==> src/rtl/sbfc_pkg.sv <==
package sbfc_pkg;
  localparam int LEN_W = 3;
  localparam int DW    = 1 << LEN_W;
  localparam int CNT_W = $clog2(DW + 2);

  typedef logic [LEN_W-1:0] len_t;
  typedef logic [CNT_W-1:0] cnt_t;
  typedef logic [DW-1:0]    data_t;

  // data bits carried for a length code; all-zero selects the full width
  function automatic cnt_t data_bits(len_t code);
    if (code == '0) return cnt_t'(DW);
    return cnt_t'(code);
  endfunction

  // clock periods in a frame: data bits plus the optional acknowledge slot
  function automatic cnt_t frame_periods(len_t code, logic twowire);
    return data_bits(code) + cnt_t'(twowire);
  endfunction

  // shift only the low n bits up by one, inserting in_bit at bit 0
  function automatic data_t shift_low(data_t cur, cnt_t n, logic in_bit);
    data_t r;
    r = cur;
    for (int i = 0; i < DW; i++) begin
      if (i == 0) r[i] = in_bit;
      else if (cnt_t'(i) < n) r[i] = cur[i-1];
    end
    return r;
  endfunction
endpackage

==> src/rtl/sbfc_len_reg.sv <==
module sbfc_len_reg import sbfc_pkg::*; (
  input  logic clk,
  input  logic rst_n,
  input  logic scl_rise,
  input  logic scl_fall,
  input  logic start_det,
  input  logic len_wr,
  input  len_t len_wdata,
  input  logic frame_busy,
  input  logic frame_done,
  output len_t len_q,
  output logic scl_hi,
  output logic wr_ok
);
  len_t pend_q;
  logic pend_v;

  // clock level follows the strobes; bus idles high
  always_ff @(posedge clk or negedge rst_n) begin
    if (!rst_n)        scl_hi <= 1'b1;
    else if (scl_rise) scl_hi <= 1'b1;
    else if (scl_fall) scl_hi <= 1'b0;
  end

  // nonzero codes only while the clock is low
  assign wr_ok = len_wr && (!scl_hi || (len_wdata == '0));

  always_ff @(posedge clk or negedge rst_n) begin
    if (!rst_n) begin
      len_q  <= '0;
      pend_q <= '0;
      pend_v <= 1'b0;
    end else if (start_det) begin
      len_q  <= '0;
      pend_v <= 1'b0;
    end else if (wr_ok && frame_busy && !frame_done) begin
      pend_q <= len_wdata;
      pend_v <= 1'b1;
    end else if (wr_ok) begin
      len_q  <= len_wdata;
      pend_v <= 1'b0;
    end else if (frame_done) begin
      len_q  <= pend_v ? pend_q : '0;
      pend_v <= 1'b0;
    end
  end
endmodule

==> src/rtl/sbfc_counter.sv <==
module sbfc_counter import sbfc_pkg::*; (
  input  logic clk,
  input  logic rst_n,
  input  logic scl_rise,
  input  logic scl_fall,
  input  logic start_det,
  input  logic fmt_twowire,
  input  len_t len_q,
  output cnt_t bit_cnt,
  output cnt_t data_n,
  output logic ack_phase,
  output logic frame_end,
  output logic frame_busy,
  output logic frame_done,
  output logic rise_data,
  output logic fall_data
);
  cnt_t cnt_q, tot_q, dn_q;
  logic tw_q, ack_q, fe_q;
  logic active, frame_start;

  assign active      = (cnt_q != '0);
  assign frame_start = scl_rise && !active && !start_det;
  assign frame_done  = scl_fall && active && (cnt_q == tot_q) && !start_det;
  assign frame_busy  = active || frame_start;
  assign data_n      = active ? dn_q : data_bits(len_q);
  assign rise_data   = scl_rise && !start_det && (frame_start || (active && cnt_q < dn_q));
  assign fall_data   = scl_fall && !start_det && active && (cnt_q <= dn_q);

  always_ff @(posedge clk or negedge rst_n) begin
    if (!rst_n) begin
      cnt_q <= '0;
      tot_q <= '0;
      dn_q  <= '0;
      tw_q  <= 1'b0;
      ack_q <= 1'b0;
      fe_q  <= 1'b0;
    end else begin
      fe_q <= frame_done;
      if (start_det) begin
        cnt_q <= '0;
        ack_q <= 1'b0;
      end else if (frame_start) begin
        cnt_q <= cnt_t'(1);
        tot_q <= frame_periods(len_q, fmt_twowire);
        dn_q  <= data_bits(len_q);
        tw_q  <= fmt_twowire;
      end else if (scl_rise && active && (cnt_q != tot_q)) begin
        cnt_q <= cnt_q + cnt_t'(1);
      end else if (frame_done) begin
        cnt_q <= '0;
        ack_q <= 1'b0;
      end else if (scl_fall && active && tw_q && (cnt_q == dn_q)) begin
        ack_q <= 1'b1;
      end
    end
  end

  assign bit_cnt   = cnt_q;
  assign ack_phase = ack_q;
  assign frame_end = fe_q;
endmodule

==> src/rtl/sbfc_shift.sv <==
module sbfc_shift import sbfc_pkg::*; (
  input  logic  clk,
  input  logic  rst_n,
  input  logic  dir_tx,
  input  logic  tx_load,
  input  data_t tx_byte,
  input  logic  rx_bit,
  input  logic  rise_data,
  input  logic  fall_data,
  input  cnt_t  data_n,
  input  logic  ack_phase,
  output data_t shift_q,
  output logic  sda_out
);
  data_t sh_q;

  always_ff @(posedge clk or negedge rst_n) begin
    if (!rst_n)                      sh_q <= '0;
    else if (tx_load)                sh_q <= tx_byte;
    else if (!dir_tx && rise_data)   sh_q <= shift_low(sh_q, data_n, rx_bit);
    else if (dir_tx && fall_data)    sh_q <= shift_low(sh_q, data_n, 1'b0);
  end

  // top bit of the active field is the next bit out
  assign sda_out = (dir_tx && !ack_phase) ? sh_q[data_n - cnt_t'(1)] : 1'b1;
  assign shift_q = sh_q;
endmodule

==> src/rtl/sbit_frame_counter.sv <==
module sbit_frame_counter import sbfc_pkg::*; (
  input  logic             clk,
  input  logic             rst_n,
  input  logic             scl_rise,
  input  logic             scl_fall,
  input  logic             start_det,
  input  logic             fmt_twowire,
  input  logic             len_wr,
  input  logic [LEN_W-1:0] len_wdata,
  output logic [LEN_W-1:0] len_q,
  input  logic             dir_tx,
  input  logic             tx_load,
  input  logic [DW-1:0]    tx_byte,
  input  logic             rx_bit,
  output logic             sda_out,
  output logic [DW-1:0]    shift_q,
  output logic [CNT_W-1:0] bit_cnt,
  output logic             ack_phase,
  output logic             frame_end
);
  // named internal events, visible to the bound checker
  logic scl_hi, wr_ok;
  logic frame_busy, frame_done, rise_data, fall_data;
  cnt_t data_n;

  sbfc_len_reg u_len (
    .clk(clk), .rst_n(rst_n), .scl_rise(scl_rise), .scl_fall(scl_fall),
    .start_det(start_det), .len_wr(len_wr), .len_wdata(len_wdata),
    .frame_busy(frame_busy), .frame_done(frame_done),
    .len_q(len_q), .scl_hi(scl_hi), .wr_ok(wr_ok)
  );

  sbfc_counter u_cnt (
    .clk(clk), .rst_n(rst_n), .scl_rise(scl_rise), .scl_fall(scl_fall),
    .start_det(start_det), .fmt_twowire(fmt_twowire), .len_q(len_q),
    .bit_cnt(bit_cnt), .data_n(data_n), .ack_phase(ack_phase),
    .frame_end(frame_end), .frame_busy(frame_busy), .frame_done(frame_done),
    .rise_data(rise_data), .fall_data(fall_data)
  );

  sbfc_shift u_sh (
    .clk(clk), .rst_n(rst_n), .dir_tx(dir_tx), .tx_load(tx_load),
    .tx_byte(tx_byte), .rx_bit(rx_bit), .rise_data(rise_data),
    .fall_data(fall_data), .data_n(data_n), .ack_phase(ack_phase),
    .shift_q(shift_q), .sda_out(sda_out)
  );
endmodule

==> config.mk <==
export PLATFORM = sky130hd
export DESIGN_NAME = sbit_frame_counter
export DESIGN_NICKNAME = d
export VERILOG_FILES = /design/src/rtl/sbfc_pkg.sv /design/src/rtl/sbfc_len_reg.sv /design/src/rtl/sbfc_counter.sv /design/src/rtl/sbfc_shift.sv /design/src/rtl/sbit_frame_counter.sv
export SDC_FILE = /design/constraint.sdc
export NUM_CORES = 1
export LEC_CHECK = 0
export BUFFER_PORTS_ARGS = -buffer_cell sky130_fd_sc_hd__buf_4
export CORE_ASPECT_RATIO = 0.8
export CORE_MARGIN = 2
export CORE_UTILIZATION = 30
export DETAILED_ROUTE_END_ITERATION = 12
export SLEW_MARGIN = 20
export SYNTH_ARGS = -nofsm -noshare
export SYNTH_HDL_FRONTEND = slang
export SYNTH_SLANG_ARGS = --single-unit
==> constraint.sdc <==
create_clock -name clk -period 4.2 [get_ports clk]
set_input_delay 0.84 -clock clk [delete_from_list [all_inputs] [get_ports clk]]
set_output_delay 0.84 -clock clk [all_outputs]
set_load 0.05 [all_outputs]
# ---- Yosys cells after proc, flatten, opt, wreduce, memory -nomap -nowiden
# Cells that the tools add are included.
dict set report totals {
  output_inout_bits 18
  inputBits 21
  reg_bits 31
}
dict set report op_classes {
  order_cmp 10
  muxes 42
  add_sub_neg 3
  reduce_logical 43
  bitwise 1
  eq_ne 6
}
# op count
set ops {}
lappend ops {{2-to-1 mux 4 bit} 10}
lappend ops {{2-to-1 mux 8 bit} 3}
lappend ops {{2-to-1 mux 1 bit} 23}
lappend ops {{logical AND 1 bit} 21}
lappend ops {{< comparator 3 x 4 -> 1 bit (first input constant)} 4}
lappend ops {{2-to-1 mux 3 bit} 5}
lappend ops {{nonzero test 4 bit} 3}
lappend ops {{nonzero test 3 bit} 3}
lappend ops {{== test 4 bit} 2}
lappend ops {{< comparator 2 x 4 -> 1 bit (first input constant)} 2}
lappend ops {{zero test 1 bit} 6}
lappend ops {{zero test 3 bit} 2}
lappend ops {{!= test 2 bit (second input constant)} 3}
lappend ops {{AND reduction 2 bit} 3}
lappend ops {{adder 4 x 1 -> 4 bit} 1}
lappend ops {{adder 4 x 1 -> 4 bit (second input constant)} 1}
lappend ops {{<= comparator 4 bit} 1}
lappend ops {{< comparator 1 x 4 -> 1 bit (first input constant)} 1}
lappend ops {{< comparator 4 bit} 1}
lappend ops {{< comparator 4 bit (second input constant)} 1}
lappend ops {{!= test 4 bit} 1}
lappend ops {{subtractor 4 x 1 -> 4 bit (second input constant)} 1}
lappend ops {{binary-select mux 1 bit (select 3 bit)} 1}
lappend ops {{logical OR 1 bit} 3}
lappend ops {{other kinds (3)} 3}

# ---- Depth between registers and ports, before layout
dict set report logic_depth {
  ltp_word 10
  depth_mapped 10
  mapped_depth_nobuf 9
}

# ---- Modules after synthesis
# Synthesis repeated with hierarchy kept, for this count alone.
dict set report hier_totals {
  hier_cells 194
  area_unflattened_um2 2016.9
}
# module area_each_um2 n_inst seq_area_each_um2 cells_each
set modules_own_cells {}
lappend modules_own_cells {sbfc_counter 958.4 1 375.4 94}
lappend modules_own_cells {sbfc_shift 635.6 1 200.2 66}
lappend modules_own_cells {sbfc_len_reg 422.9 1 201.4 34}

# ---- Worst setup path after synthesis
# Ideal clock, no wire load.
dict set report synth_timing {
  kind {register to output}
  from {register u_cnt.cnt_q[0], in the netlist u_cnt.bit_cnt[0]}
  to {output port sda_out}
  required_time_ns 3.360
  t_arrival_ns 3.390
  setup_slack_ns -0.030
  stages_incl_launch_ff 9
  cell_sequence {dfrtp_1 > inv_1 > ha_1 > nor3b_2 > mux2i_1 > inv_1 > ha_1 > mux2_2 > o2111ai_1}
}
dict set report synth_between {
  elab_chain_len 6
}
# element line
set synth_rtl {}
lappend synth_rtl {{start, declared} sbfc_counter.sv:18} ;# cnt_t cnt_q, tot_q, dn_q;
lappend synth_rtl {{start signal, assigned} sbfc_counter.sv:44} ;# cnt_q <= cnt_t'(1);
lappend synth_rtl {{start signal, assigned} sbfc_counter.sv:49} ;# cnt_q <= cnt_q + cnt_t'(1);
lappend synth_rtl {{nonzero test 4 bit} sbfc_counter.sv:22} ;# assign active = (cnt_q != '0);
lappend synth_rtl {{2-to-1 mux 4 bit} sbfc_counter.sv:26} ;# assign data_n = active ? dn_q : data_bits(len_q);
lappend synth_rtl {{subtractor 4 x 1 -> 4 bit} sbfc_shift.sv:25} ;# assign sda_out = (dir_tx && !ack_phase) ? sh_q[data_n - cnt_t'(1)] : 1'b1;
lappend synth_rtl {{binary-select mux 1 bit (select 3 bit)} sbfc_shift.sv:25}
lappend synth_rtl {{2-to-1 mux 1 bit (implied by the code)} sbfc_shift.sv:25}
lappend synth_rtl {{2-to-1 mux 1 bit} sbfc_shift.sv:25}
lappend synth_rtl {{end, declared} sbit_frame_counter.sv:15} ;# output logic sda_out,
# Every way passes these cells. The select of a mux whose other input is x is not followed.

# ---- Worst setup path in the final report
# Same ends and word-level chain as after synthesis.

==> impl_metrics.json <==
{
  "postCtsSetupRepairBufs": 0,
  "cp.buffers_inverters": 3,
  "floorplan.die_area_mm2": 0.00740,
  "row_count": 26,
  "tightest_slew_ns": 0.707,
  "synth-edff-count": 0,
  "path_class": "reg -> out",
  "synth.avg_cell_area_um2": 10.4,
  "syn_nets": 227,
  "synth_area_leaders": "dfrtp_1, mux2_2, ha_1, xnor2_1, inv_1",
  "ys_ff_latch": 31,
  "synth_area_leader_cell": "dfrtp_1",
  "cts_resized": 0,
  "post-route-util_pct": 38.9,
  "max_freq_ghz": 0.249,
  "dr.first_iter.drc_count": 139,
  "period_minus_slack_ns": 4.02,
  "syn-cell-area_mm2": 0.00202,
  "leakage_nw": 1.15,
  "grt_pass1_wl_um": 8420,
  "grt_max_degree": 32,
  "final.setup.tns_ns": 0,
  "hpwl_um": 3760,
  "coreArea_mm2": 0.00644,
  "drc": 0,
  "cpMaxStageDelayCell": "nor3b_2",
  "clkLatencyLatePin_ns": 0.29,
  "power.total_mw": 1.19,
  "worstRegToRegCells": 9,
  "fin_nets": 268,
  "cp_data_required_time_ns": 3.36,
  "initial_utilization_pct": 31.3,
  "hold_viol_final": 0,
  "maxCapViolations": 0,
  "die_w_um": 95.7,
  "antenna_found_initial": 0,
  "clkSlewWorstSetupHoldPaths_ns": 0.07,
  "rsz0062_at_grt": "no",
  "fin_crit_sh_pct": 95.6,
  "cp_data_arrival_time_ns": 3.18,
  "antenna_left": 0,
  "clockBufferDepth": 2,
  "cp-start-kind": "flip-flop",
  "cts_sinks": 31,
  "synth_cells": 194,
  "root_buffer": "clkbuf_8",
  "setup_violations": 0,
  "critical-path-top-delay-family": "multiplexers",
  "cts_max_level": 2,
  "max_stage_delay_ns": 0.60,
  "hold_buffers": 0,
  "cts_buffers": 5,
  "cts_tree": "built",
  "end_kind": "primary output",
  "synth_cell_type_count": 46,
  "via_per_inst": 5.14,
  "io_pins": 39,
  "die_h_um": 77.4,
  "routed_wirelength_um": 4970,
  "syn_to_final_growth_pct": 24.1,
  "drive_gt1_share_pct": 35.6,
  "grtUsageTotal_pct": 14.6,
  "ys.flop_type": "dfrtp_1",
  "synth_top_area_share_pct": 37.2,
  "powerDensity_mw_per_mm2": 474,
  "slew_headroom_pct": 52.6,
  "place_congestion": 0.881,
  "grt_pass1_vias": 1619,
  "synth_seq_area_share_pct": 38.5,
  "crit_chain": "inv_1 > ha_1 > nor3b_2 > mux2i_1 > inv_1 > ha_1 > mux2_2 > o2111ai_2 > buf_4",
  "port-buffer-count": 38,
  "async_flop_share_pct": 100,
  "maxSlewViolCount": 0,
  "diodes": 0,
  "worst-path-max-fanout": 8,
  "ir_drop_mv": 0.135,
  "clock_skew_ns": 0.00703,
  "dr_total_vias": 1644,
  "post_drt_wl_per_cell_um": 15.5,
  "overflow": 0,
  "outcome": "finished clean",
  "path_depth": 9,
  "holdCritPathClass": "in -> async",
  "yosys_warnings": 0,
  "firstDrtPassIters": 4
}
==> cells in the mapped netlist (2+ instances only) <==
cell,number
mux2_2,27
a22o_1,4
a21oi_1,9
clkbuf_1,5
o21ai_0,8
nor3b_1,2
nand2_1,10
xnor2_1,7
o22ai_1,5
ha_1,12
nand2b_1,2
nand3_1,8
mux2i_1,4
dfrtp_1,30
nor2_1,9
nor3_1,5
nor2b_1,3
o2111ai_1,2
o211ai_1,2
inv_1,14
==> worst reg2reg max path, delay by kind of cell (launching register included) <==
| kind | cells | cell delay (ns) |
|---|---|---|
| buf+inv | 2 | 0.23 |
| mux | 2 | 0.66 |
| compound gates | 1 | 0.16 |
| simple gates | 2 | 0.74 |
| flops | 1 | 0.44 |
| fa+ha+maj | 2 | 0.42 |
==> stage by stage <==
step	cells	area [um^2]	hold slack, ns	setup WS [ns]
after CTS	320	2500	0.490	0.192
final	320	2500	0.473	0.184
after global placement	312	2400	0.496	0.631
after detailed placement	312	2400	0.504	0.518
after floorplan	194	2020	0.470	0.271
after global routing	320	2500	0.504	0.0224
==> routing by layer <==
metal / track usage (%) / vias to the layer above / routed length [um]
li1: - / 790 / -
met1: 22.1 / 813 / 2470
met2: 20.0 / 39 / 2200
met3: 4.27 / 2 / 279
met4: 3.86 / 0 / 28
met5: 0 / - / 0
==> power breakdown <==
part | total (mW) | internal, mW | switching, mW
clock | 0.265 | 0.149 | 0.116
combinational | 0.492 | 0.200 | 0.292
sequential | 0.430 | 0.361 | 0.0686
total | 1.19 | 0.710 | 0.477
==> flip-flops by register name, summed over array words and instances, names as in the netlist <==
register	count
u_cnt.ack_phase	1
u_cnt.bit_cnt	4
u_cnt.dn_q	4
u_cnt.frame_end	1
u_cnt.tot_q	4
u_cnt.tw_q	1
u_len.len_q	3
u_len.pend_q	3
u_len.pend_v	1
u_len.scl_hi	1
u_sh.shift_q	8
==> cell type report <==
type,count,area (um^2)
fillers,637,3940
clock buffers,7,96.3
flip-flops and latches,31,777
inverters,14,52.6
repair buffers,40,300
clock inverters,1,7.51
multi-input cells,143,1160
well taps,84,105
==> cells in the final DEF (no fill, tap or decap), types with 2 or more instances in the layout <==
cell type / Yosys / layout
inv_1: 14 / 14
nor2_1: 9 / 9
clkbuf_8: 0 / 7
ha_1: 12 / 12
a21oi_1: 9 / 9
nor3_1: 5 / 5
nand2_1: 10 / 10
mux2i_1: 4 / 4
xnor2_1: 7 / 7
o21ai_0: 8 / 8
nor3b_1: 2 / 2
o22ai_1: 5 / 5
nand2b_1: 2 / 2
nor2b_1: 3 / 3
a22o_1: 4 / 4
dfrtp_1: 30 / 30
buf_4: 0 / 40
o211ai_1: 2 / 2
mux2_2: 27 / 27
nand3_1: 8 / 8
==> final timing paths <==
path                                   from              end  slack [ns]
setup / recovery           u_cnt.bit_cnt[0]          sda_out        0.18
hold / removal                        rst_n  u_sh.shift_q[0]        0.47
setup reg to reg           u_cnt.bit_cnt[0]  u_sh.shift_q[6]        1.45
hold reg to reg             u_len.pend_q[2]  u_len.pend_q[2]        0.51
max in group asynchronous             rst_n     u_len.scl_hi        3.39
min in group clk            u_len.pend_q[2]  u_len.pend_q[2]        0.51
==> logic make-up after synthesis <==
family                     after synthesis  share of synthesized area, %
xor gates and xnor gates                 7                          3.04
muxes                                   33                          18.8
DFF                                     31                          38.5
adders and majority gates               12                          7.44
AOI/OAI and AO/OA                       41                          14.3
and+or+nand+nor                         50                          13.8
buffers and inverters                   20                          4.09
Note: power is estimated with default switching activity, not from simulation.
